`config.mk`:
```
export PLATFORM = sky130hd
export DESIGN_NAME = txloop_carrier_monitor
export DESIGN_NICKNAME = d
export VERILOG_FILES = /design/src/rtl/txlc_pkg.sv /design/src/rtl/txlc_window_cnt.sv /design/src/rtl/txlc_tracker.sv /design/src/rtl/txlc_err_flag.sv /design/src/rtl/txloop_carrier_monitor.sv
export SDC_FILE = /design/constraint.sdc
export NUM_CORES = 1
export LEC_CHECK = 0
export ABC_AREA = 0
export ABC_CLOCK_PERIOD_IN_PS = 2150
export CAP_MARGIN = 20
export CORE_AREA = 4 4 41 43
export CTS_CLUSTER_DIAMETER = 60
export DETAILED_ROUTE_END_ITERATION = 6
export DIE_AREA = 0 0 45 47
export PLACE_DENSITY = 0.52
export REMOVE_ABC_BUFFERS = 1
export SKIP_LAST_GASP = 1
export SLEW_MARGIN = 30
export SYNTH_ARGS = -nofsm -noshare
export SYNTH_HDL_FRONTEND = slang
export SYNTH_SLANG_ARGS = --single-unit
```
`constraint.sdc`:
```
create_clock -name clk -period 2.15 [get_ports clk]
set_clock_uncertainty 0.1 [all_clocks]
set_input_delay 0.43 -clock clk [delete_from_list [all_inputs] [get_ports clk]]
set_output_delay 0.43 -clock clk [all_outputs]
set_load 0.005 [all_outputs]
```
`src/rtl/txlc_pkg.sv`:
```
package txlc_pkg;

    typedef enum logic [1:0] {
        MON_IDLE = 2'd0,
        MON_WAIT = 2'd1,
        MON_HELD = 2'd2,
        MON_DONE = 2'd3
    } mon_state_e;

    typedef struct packed {
        logic tx;
        logic tick;
        logic crs;
    } line_s;

    typedef struct packed {
        logic clr;
        logic inc;
    } cnt_ctl_s;

    function automatic int ctr_width(input int n);
        return (n > 1) ? $clog2(n) : 1;
    endfunction

endpackage

```
`src/rtl/txlc_window_cnt.sv`:
```
module txlc_window_cnt
    import txlc_pkg::*;
#(
    parameter int WINDOW_BITS = 8
) (
    input  logic     clk,
    input  logic     rst,
    input  cnt_ctl_s ctl,
    output logic     at_last
);
    localparam int CNT_W = ctr_width(WINDOW_BITS);
    localparam logic [CNT_W-1:0] LAST = CNT_W'(WINDOW_BITS - 1);

    logic [CNT_W-1:0] cnt_q;

    always_ff @(posedge clk) begin
        if (rst || ctl.clr) begin
            cnt_q <= '0;
        end else if (ctl.inc && cnt_q != LAST) begin
            cnt_q <= cnt_q + 1'b1;
        end
    end

    generate
        if (WINDOW_BITS <= 1) begin : g_single
            assign at_last = 1'b1;
        end else begin : g_multi
            assign at_last = (cnt_q == LAST);
        end
    endgenerate

endmodule

```
`src/rtl/txlc_tracker.sv`:
```
module txlc_tracker
    import txlc_pkg::*;
(
    input  logic     clk,
    input  logic     rst,
    input  line_s    line,
    input  logic     at_last,
    output cnt_ctl_s ctl,
    output logic     fail_evt
);
    mon_state_e st_q, st_d;

    always_comb begin
        st_d     = st_q;
        ctl      = '0;
        fail_evt = 1'b0;
        case (st_q)
            MON_IDLE: begin
                ctl.clr = 1'b1;
                if (line.tx) begin
                    st_d = line.crs ? MON_HELD : MON_WAIT;
                end
            end
            MON_WAIT: begin
                if (!line.tx) begin
                    fail_evt = 1'b1;
                    st_d     = MON_IDLE;
                end else if (line.crs) begin
                    st_d = MON_HELD;
                end else if (line.tick) begin
                    if (at_last) begin
                        fail_evt = 1'b1;
                        st_d     = MON_DONE;
                    end else begin
                        ctl.inc = 1'b1;
                    end
                end
            end
            MON_HELD: begin
                if (!line.tx) begin
                    st_d = MON_IDLE;
                end else if (!line.crs) begin
                    fail_evt = 1'b1;
                    st_d     = MON_DONE;
                end
            end
            MON_DONE: begin
                if (!line.tx) begin
                    st_d = MON_IDLE;
                end
            end
            default: st_d = MON_IDLE;
        endcase
    end

    always_ff @(posedge clk) begin
        if (rst) begin
            st_q <= MON_IDLE;
        end else begin
            st_q <= st_d;
        end
    end

endmodule

```
`src/rtl/txlc_err_flag.sv`:
```
module txlc_err_flag (
    input  logic clk,
    input  logic rst,
    input  logic set_i,
    input  logic clr_i,
    output logic flag_o
);
    always_ff @(posedge clk) begin
        if (rst) begin
            flag_o <= 1'b0;
        end else if (set_i) begin
            flag_o <= 1'b1;
        end else if (clr_i) begin
            flag_o <= 1'b0;
        end
    end
endmodule

```
`src/rtl/txloop_carrier_monitor.sv`:
```
module txloop_carrier_monitor
    import txlc_pkg::*;
#(
    parameter int WINDOW_BITS = 8
) (
    input  logic clk,
    input  logic rst,
    input  logic port_sel,
    input  logic tx_active,
    input  logic bit_tick,
    input  logic rx_carrier,
    input  logic err_clear,
    output logic loss_err
);
    line_s    line;
    cnt_ctl_s ctl;
    logic     at_last;
    logic     fail_evt;

    assign line = '{tx: tx_active, tick: bit_tick, crs: rx_carrier};

    txlc_window_cnt #(.WINDOW_BITS(WINDOW_BITS)) u_cnt (
        .clk     (clk),
        .rst     (rst),
        .ctl     (ctl),
        .at_last (at_last)
    );

    txlc_tracker u_trk (
        .clk      (clk),
        .rst      (rst),
        .line     (line),
        .at_last  (at_last),
        .ctl      (ctl),
        .fail_evt (fail_evt)
    );

    txlc_err_flag u_flag (
        .clk    (clk),
        .rst    (rst),
        .set_i  (fail_evt & port_sel),
        .clr_i  (err_clear),
        .flag_o (loss_err)
    );

endmodule

```
After elaboration in Yosys (flattened, before gate mapping) --
Cells that the tools add are included.
Word-level totals: register bits 6, ROM bits 0, input port bits 7, bits in writable memories 0, output and inout port bits 1, bits in latches 0, memories kept 0, logic and storage cells 45
Operators by class: reductions and logical operators 5, multiplexer cells 25, magnitude comparators 0, $mul 0, div/mod/pow operators 0, equal/unequal tests 10, $add $sub $neg 1, bitwise gates (word level) 1, shift operators 0
Operators by type and width (count):
- two-way mux 2 bit | 9
- two-way mux 1 bit | 14
- inequality test 4 bit, second input constant | 2
- case mux 2 bit (4 select lines) | 1
- inequality test 3 bit, second input constant | 2
- AND reduction 5 bit | 1
- equality test 2 bit, second input constant | 2
- inequality test 2 bit, second input constant | 2
- adder 3 x 1 -> 3 bit, second input constant | 1
- equality test 3 bit, second input constant | 1
- equality test 2 x 1 -> 1 bit, second input constant | 1
- zero test 2 bit | 1
- case mux 1 bit (2 select lines) | 1
- nonzero test 2 bit | 1
- bitwise AND 1 bit | 1
- logical AND 1 bit | 1
- logical OR 1 bit | 1

Logic depth before layout (Yosys ltp) --
Gate-level depths: netlist of the first run.
word-level depth 8, gate-level depth with buffers 7, depth with buffers taken out 6

Modules after synthesis --
From an unflattened synthesis of the first run, not the netlist that was laid out.
Unflattened totals: cell total of the unflattened synthesis 49, area, all modules 436.7 um2
By module, submodules not included:
- txlc_tracker | cells each 32, area an instance 249.0 um2, times used 1, seq. area each 40.0 um2
- txlc_window_cnt | cells each 12, area an instance 142.6 um2, times used 1, seq. area each 60.1 um2
- txlc_err_flag | cells each 4, area an instance 38.8 um2, times used 1, seq. area each 20.0 um2
- txloop_carrier_monitor | cells each 1, area an instance 6.3 um2, times used 1, seq. area each 0.0 um2

Worst setup path after synthesis of the first run --
OpenSTA, ideal clock, no wires.
kind register to register, start reg u_trk.st_q[0], end reg u_trk.st_q[1], required time 1.914 ns, data arrival time 1.285 ns, stages on the path, launching flop included 8, path slack 0.629 ns, library setup time 0.136 ns, path buffers 1, clock period less this slack 1.521 ns, path through dfxtp_1 > inv_1 > ha_1 > buf_2 > nor2_1 > a21oi_1 > a2111oi_0 > a211oi_1
On the way: word-level cells in the longest chain between the ends 3, elaborated cells on any way between the ends 11, classes of those cells eq/ne: 8; mux: 1; reduce/logical: 2
RTL lines:
- start: declaration | RTL line txlc_tracker.sv:11 | mon_state_e st_q, st_d;
- start signal: assignment | RTL line txlc_tracker.sv:60 | st_q <= st_d;
- equality test 2 x 1 -> 1 bit, or another cell as far along | RTL line txlc_tracker.sv:17 | case (st_q)
- inequality test 4 bit (no line), or another cell as far along
- AND reduction 5 bit (no line)
Several ways; a longest one is shown, not always the timed one. A chain may end at the register's enable or synchronous reset.

Worst setup path after layout of the first run --
start in rx_carrier, end reg u_cnt.cnt_q[2]
On the way: word-level cells in the longest chain between the ends 4
RTL lines:
- start: declaration | RTL line txloop_carrier_monitor.sv:11 | input logic rx_carrier,
- two-way mux 1 bit | RTL line txlc_tracker.sv:28 | end else if (line.crs) begin
- two-way mux 1 bit | RTL line txlc_tracker.sv:25 | if (!line.tx) begin
- two-way mux 1 bit | RTL line txlc_tracker.sv:17
- logical AND 1 bit | RTL line txlc_window_cnt.sv:19 | end else if (ctl.inc && cnt_q != LAST) begin
- end signal: assignment | RTL line txlc_window_cnt.sv:20 | cnt_q <= cnt_q + 1'b1;
- end: declaration | RTL line txlc_window_cnt.sv:14 | logic [CNT_W-1:0] cnt_q;
No other way between the ends.

==> qor.yml, run 1 <==
clock_latency_ns: 0.24
hold_buffers: 0
status: "completed"
path_cells: "clkdlybuf4s50_1 -> nand3b_2 -> nor3b_4 -> mux2i_1 -> nor3_1"
antenna_cells: 0
synth_edf_count: 0
p_leak_nw: 0.1903
htree_levels: 1
drv_cap: 0
async_flop_share_pct: 0
synthCells: 43
cp.buffers_inverters: 1
antenna_found_initial: 0
end_kind: "flop"
rsz0062_at_grt: "no"
ys_top_cells_by_area: "dfxtp_1 30%, ha_1 19%, a21oi_1 6.2%, mux2i_1 5.0%, nor3b_4 4.7%"
core-area_um2: 1301
yosysSeqAreaShare_pct: 29.91
grt_overflow_total: 0
rows: 13
slew_violations: 0
dieArea_um2: 2115
ys_seq_elements: 6
setup_violations: 0
wl_per_cell_um: 11.81
yosys_warnings: 0
port_buffers: 7
cts_setup_buffers: 0
die_w_um: 45
cts_buffers: 3
clkTransAtPathRegs_ns: 0.05
io_pins: 8
drt_first_pass_iters: 4
synth_top_area_cell: "dfxtp_1"
ir_drop_mv: 0.3337
fin_nets: 67
finalHoldViolations: 0
ys.flop_type: "dfxtp_1"
critPathKind: "in -> reg"
setup_tns_ns: 0
routed_wl_um: 791
arrival_ns: 1.75
synth.distinct_cells: 22
grt_pass1_wl_um: 1317
holdWs_ns: 0.3681
r2r_slack_ns: 0.52
power_density_nw_per_um2: 661.1
critical_path.max_stage_delay_ns: 0.48
cts.sinks: 6
grt_max_degree: 9
finalCritPeriodShare_pct: 80.41
num_vias: 333
fmaxAchievable_mhz: 578.4
gp_congestion: 0.7325
power_mw: 0.3358
fin_crit_ns: 1.729
ant_nets: 0
cts_max_path_buffers: 2
area_delta_synth_final_pct: 26.48
fp.dieH_um: 47
final_core_util_pct: 39.04
syn_area_per_cell_um2: 9.340
vias_per_cell: 4.970
initial_core_util_pct: 30.87
crit_path_max_fanout: 6
worst_slew_pin_slew_ns: 0.3511
maxSlewHeadroom_pct: 75.99
required_ns: 2.17
grt_pass1_vias: 312
syn-cell-area_um2: 401.6
cts_resized: 0
grt_util_all_layers_pct: 9.192
cts_tree: "yes"
startpoint_type: "input pin"
crit_family: "simple AND/OR/NAND/NOR gates"
critPathSlowestCell: "clkdlybuf4s50_1"
ctsRootBufferMaster: "clkbuf_4"
drive_above_1_share_pct: 11.54
drt-initial-drc-count: 6
drc: 0
synth_top_area_share_pct: 29.91
hp-class: "reg -> reg"
[metal layers]
layer | track usage (%) | vias up | routed length (um)
met1 | 11.47 | 149 | 385
met5 | 0 | - | 0
met3 | 5.747 | 2 | 42
met2 | 11.86 | 5 | 351
met4 | 5.263 | 0 | 10
li1 | - | 177 | -
[report_power, final]
group / total, mW / switching (mW) / internal, mW
Clock: 0.104 / 0.0407 / 0.0632
Combinational: 0.104 / 0.0569 / 0.0473
Sequential: 0.128 / 0.00736 / 0.120
Total: 0.336 / 0.105 / 0.231
[path summary, 6_finish.rpt]
check | startpoint | endpoint | cells after the start
worst min register to register | u_flag.flag_o | u_flag.flag_o | 2
worst min-delay path | u_flag.flag_o | u_flag.flag_o | 2
worst max-delay path | rx_carrier | u_cnt.cnt_q[2] | 5
worst max register to register | u_trk.st_q[1] | u_trk.st_q[1] | 6
[state kept, by name, summed over array words and instances, names as in the netlist]
register	cells
u_cnt.cnt_q	3
u_flag.flag_o	1
u_trk.st_q	2
[synthesized netlist by cell type (all sizes together), types with 2 or more instances]
cell	number
nand3b	2
mux2i	2
a21oi	5
inv	2
nor2	3
nor3	4
dfxtp	6
ha	6
a211oi	2
[per-stage QoR]
step | area [um^2] | cells | setup WS [ns]
detailed placement | 485.5 | 64 | 0.1536
finish | 508.0 | 67 | 0.4211
global placement | 485.5 | 64 | 0.1615
floorplan | 396.6 | 42 | 0.6689
global route | 508.0 | 67 | 0.3538
CTS | 508.0 | 67 | 0.4154
[final cells by class]
cell class                      count  area, um^2
Multi-Input combinational cell     34       269.0
Tap cell                           15       18.77
Fill cell                         140       793.3
Inverter                            2       7.507
Clock buffer                        3       22.52
Sequential cell                     6       120.1
Timing Repair Buffer                7       70.07
[worst reg2reg max path: cells and delay by family, from the launching register on]
kind / cells / cell delay (ns)
AO/OA/AOI/OAI: 3 / 0.51
AND/OR/NAND/NOR: 1 / 0.13
flip-flops: 1 / 0.37
adder cells (fa/ha/maj): 1 / 0.29
buffers and inverters: 1 / 0.09
[layout by cell type (no fill, tap or decap)]
cell type	instances
a21boi_1	1
mux2i_1	2
clkbuf_4	3
nor2_1	3
o21ai_0	1
or2_1	1
nand2b_1	1
nand2_1	1
o211ai_1	1
clkdlybuf4s50_1	7
nand3b_2	1
xnor2_1	1
o22ai_1	1
nor3_2	1
a2111oi_0	1
ha_1	6
inv_1	2
nand3b_1	1
dfxtp_1	6
a21oi_1	5
nor3b_4	1
nor3_1	3
a211oi_1	2
[kinds of logic after synthesis]
kind of cell | count (synthesis) | synth area share, %
AND/OR/NAND/NOR | 13 | 22.43
XOR/XNOR | 1 | 2.181
buffers and inverters | 3 | 3.115
flip-flops | 6 | 29.91
adder cells (fa/ha/maj) | 6 | 18.69
multiplexers | 2 | 4.985
AO/OA/AOI/OAI | 12 | 18.69
(Power assumes the default switching activity.)
==> run 2, diff against run 1 <==
- ABC_CLOCK_PERIOD_IN_PS: 2150 -> 1700
- clock period: 2.15 -> 1.7 ns (I/O delays scaled with it)
==> qor.yml, run 2 (same netlist as run 1, synthesis figures left out) <==
status: "completed"  # unchanged
drive_above_1_share_pct: 29.09  # was 11.54%
dieArea_um2: 2115  # unchanged
drv_cap: 0  # unchanged
htree_levels: 1  # unchanged
biggestRegsByFlops: "u_cnt.cnt_q x3, u_trk.st_q x2, u_flag.flag_o x1"  # unchanged
critical_path.max_stage_delay_ns: 0.60  # was 0.48 ns
slew_violations: 0  # unchanged
setup_tns_ns: 0  # unchanged
regMostFlops: "u_cnt.cnt_q"  # unchanged
vias_per_cell: 4.971  # was 4.970
path_cells: "clkdlybuf4s50_1 -> nand3b_2 -> nor3b_4 -> mux2i_1 -> nor3_1"  # unchanged
cts_buffers: 3  # unchanged
grt_pass1_wl_um: 1242  # was 1317 um
area_delta_synth_final_pct: 39.25  # was 26.48%
finalCritPeriodShare_pct: 95.26
cts.sinks: 6  # unchanged
drt-initial-drc-count: 7  # was 6
rows: 13  # unchanged
fmaxAchievable_mhz: 617.5
clock_latency_ns: 0.24  # about the same
power_frac_clock_pct: 26.7  # was 30.9%
required_ns: 1.72  # was 2.17 ns
dp.cells: 67  # was 64
num_vias: 348  # was 333
cts_resized: 0  # unchanged
antenna_found_initial: 0  # unchanged
final_core_util_pct: 42.98  # was 39.04%
crit_path_max_fanout: 7  # was 6
largest_reg_flops: 3  # unchanged
ir_drop_mv: 0.5868  # was 0.3337 mV
grt_pass1_vias: 306  # was 312
end_kind: "flop"  # unchanged
worst_slew_pin_slew_ns: 0.3238  # was 0.3511 ns
p_leak_nw: 0.2062  # was 0.1903 nW
stdcell_area_um2: 559.3  # was 508.0 um^2
fin_crit_ns: 1.619
hold_buffers: 0  # unchanged
drt_first_pass_iters: 4  # unchanged
ctsRootBufferMaster: "clkbuf_4"  # unchanged
finalHoldViolations: 0  # unchanged
arrival_ns: 1.64  # was 1.75 ns
layout_common_cells: "7 x clkdlybuf4s50_1, 6 x dfxtp_1, 4 x ha_1"  # was 7 x clkdlybuf4s50_1, 6 x ha_1, 6 x dfxtp_1, 5 x a21oi_1
startpoint_type: "input pin"  # unchanged
cts_setup_buffers: 0  # unchanged
grt_util_all_layers_pct: 8.472  # was 9.192%
power_density_nw_per_um2: 838.5  # was 661.1 nW/um^2
pwr-share-seq_pct: 34.3  # was 38.0%
antenna_cells: 0  # unchanged
setup_violations: 0  # unchanged
rsz0062_at_grt: "yes"  # was no
grt_max_degree: 8  # was 9
grt_overflow_total: 0  # unchanged
switching_share_pct: 30.96  # was 31.25%
core-area_um2: 1301  # unchanged
power.internal_mw: 0.3238  # was 0.2309 mW
wl_per_cell_um: 11.29  # was 11.81 um
routed_wl_um: 790  # was 791 um
final_common_cell: "clkdlybuf4s50_1"  # unchanged
critPathSlowestCell: "clkdlybuf4s50_1"  # unchanged
placedInstanceArea_um2: 508.0  # was 485.5 um^2
drc: 0  # unchanged
cts_max_path_buffers: 2  # unchanged
critPathKind: "in -> reg"  # unchanged
combPwrFrac_pct: 39.0  # was 31.0%
maxSlewHeadroom_pct: 78.37  # was 75.99%
nFillCells: 134  # was 140
die_w_um: 45  # unchanged
p_switching_mw: 0.1452  # was 0.1050 mW
gp_congestion: 0.6993  # was 0.7325
clkTransAtPathRegs_ns: 0.05  # about the same
ant_nets: 0  # unchanged
fp.dieH_um: 47  # unchanged
fin_cells: 70  # was 67
dp_hpwl_um: 604.1
fin_nets: 70  # was 67
cts_tree: "yes"  # unchanged
hp-class: "reg -> reg"  # unchanged
io_pins: 8  # unchanged
port_buffers: 7  # unchanged
initial_core_util_pct: 30.87  # unchanged
-- run 2: cell type report --
cell class              instances  area (um^2)  area share (%)
clock buffers                   3        22.52           4.027
inverters                       2        7.507           1.342
multi-input cells              34        297.8           53.24
flip-flops and latches          6        120.1           21.48
well taps                      15        18.77           3.356
repair buffers                 10        92.59           16.55
-- run 2: per-stage QoR --
| stage | hold slack [ns] | setup slack [ns] | power (mW) |
|---|---|---|---|
| 4_1_cts | 0.3734 | 0.05536 | 0.4433 |
| 3_3_place_gp | 0.3663 | -0.1660 | 0.3188 |
| 2_1_floorplan | 0.3091 | 0.2189 | 0.2516 |
| 3_5_place_dp | 0.3695 | -0.1713 | 0.3140 |
| 6_report | 0.3651 | 0.08060 | 0.4689 |
| 5_1_grt | 0.3852 | -0.02528 | 0.5112 |
-- run 2: metal layers --
layer	routed length [um]	part of all wire [%]	up-vias	GRT usage, %
met3	44	5.6	2	6.897
li1	-	-	183	-
met1	358	45	155	10.76
met2	367	46	8	11.02
met5	0	0	-	0
met4	19	2.4	0	1.754
-- run 2: final timing paths --
check	from	endpoint	slack, ns	cells past startpoint
setup / recovery	tx_active	u_cnt.cnt_q[2]	0.08	5
hold / removal	u_flag.flag_o	u_flag.flag_o	0.37	2
setup reg to reg	u_trk.st_q[0]	u_trk.st_q[1]	0.11	6
hold reg to reg	u_flag.flag_o	u_flag.flag_o	0.37	2
-- run 2: power groups by stage --
stage	Sequential [mW]	Combinational [mW]	Clock (mW)
final	0.161	0.183	0.125
after global routing	0.163	0.205	0.143
after CTS	0.161	0.151	0.131
after detailed placement	0.163	0.151	0
after global placement	0.164	0.155	0
after floorplan	0.162	0.0900	0
-- run 2: worst max-delay path, delay by kind of cell --
kind                   cells  cell delay, ns
muxes                      1            0.22
and+or+nand+nor            3            0.48
buffers and inverters      1            0.60
==> run 3, diff against run 2 <==
- SLEW_MARGIN: 30 -> 20
==> results of run 3 <==
The final DEF is identical to that of run 2; final timing and power are the same.
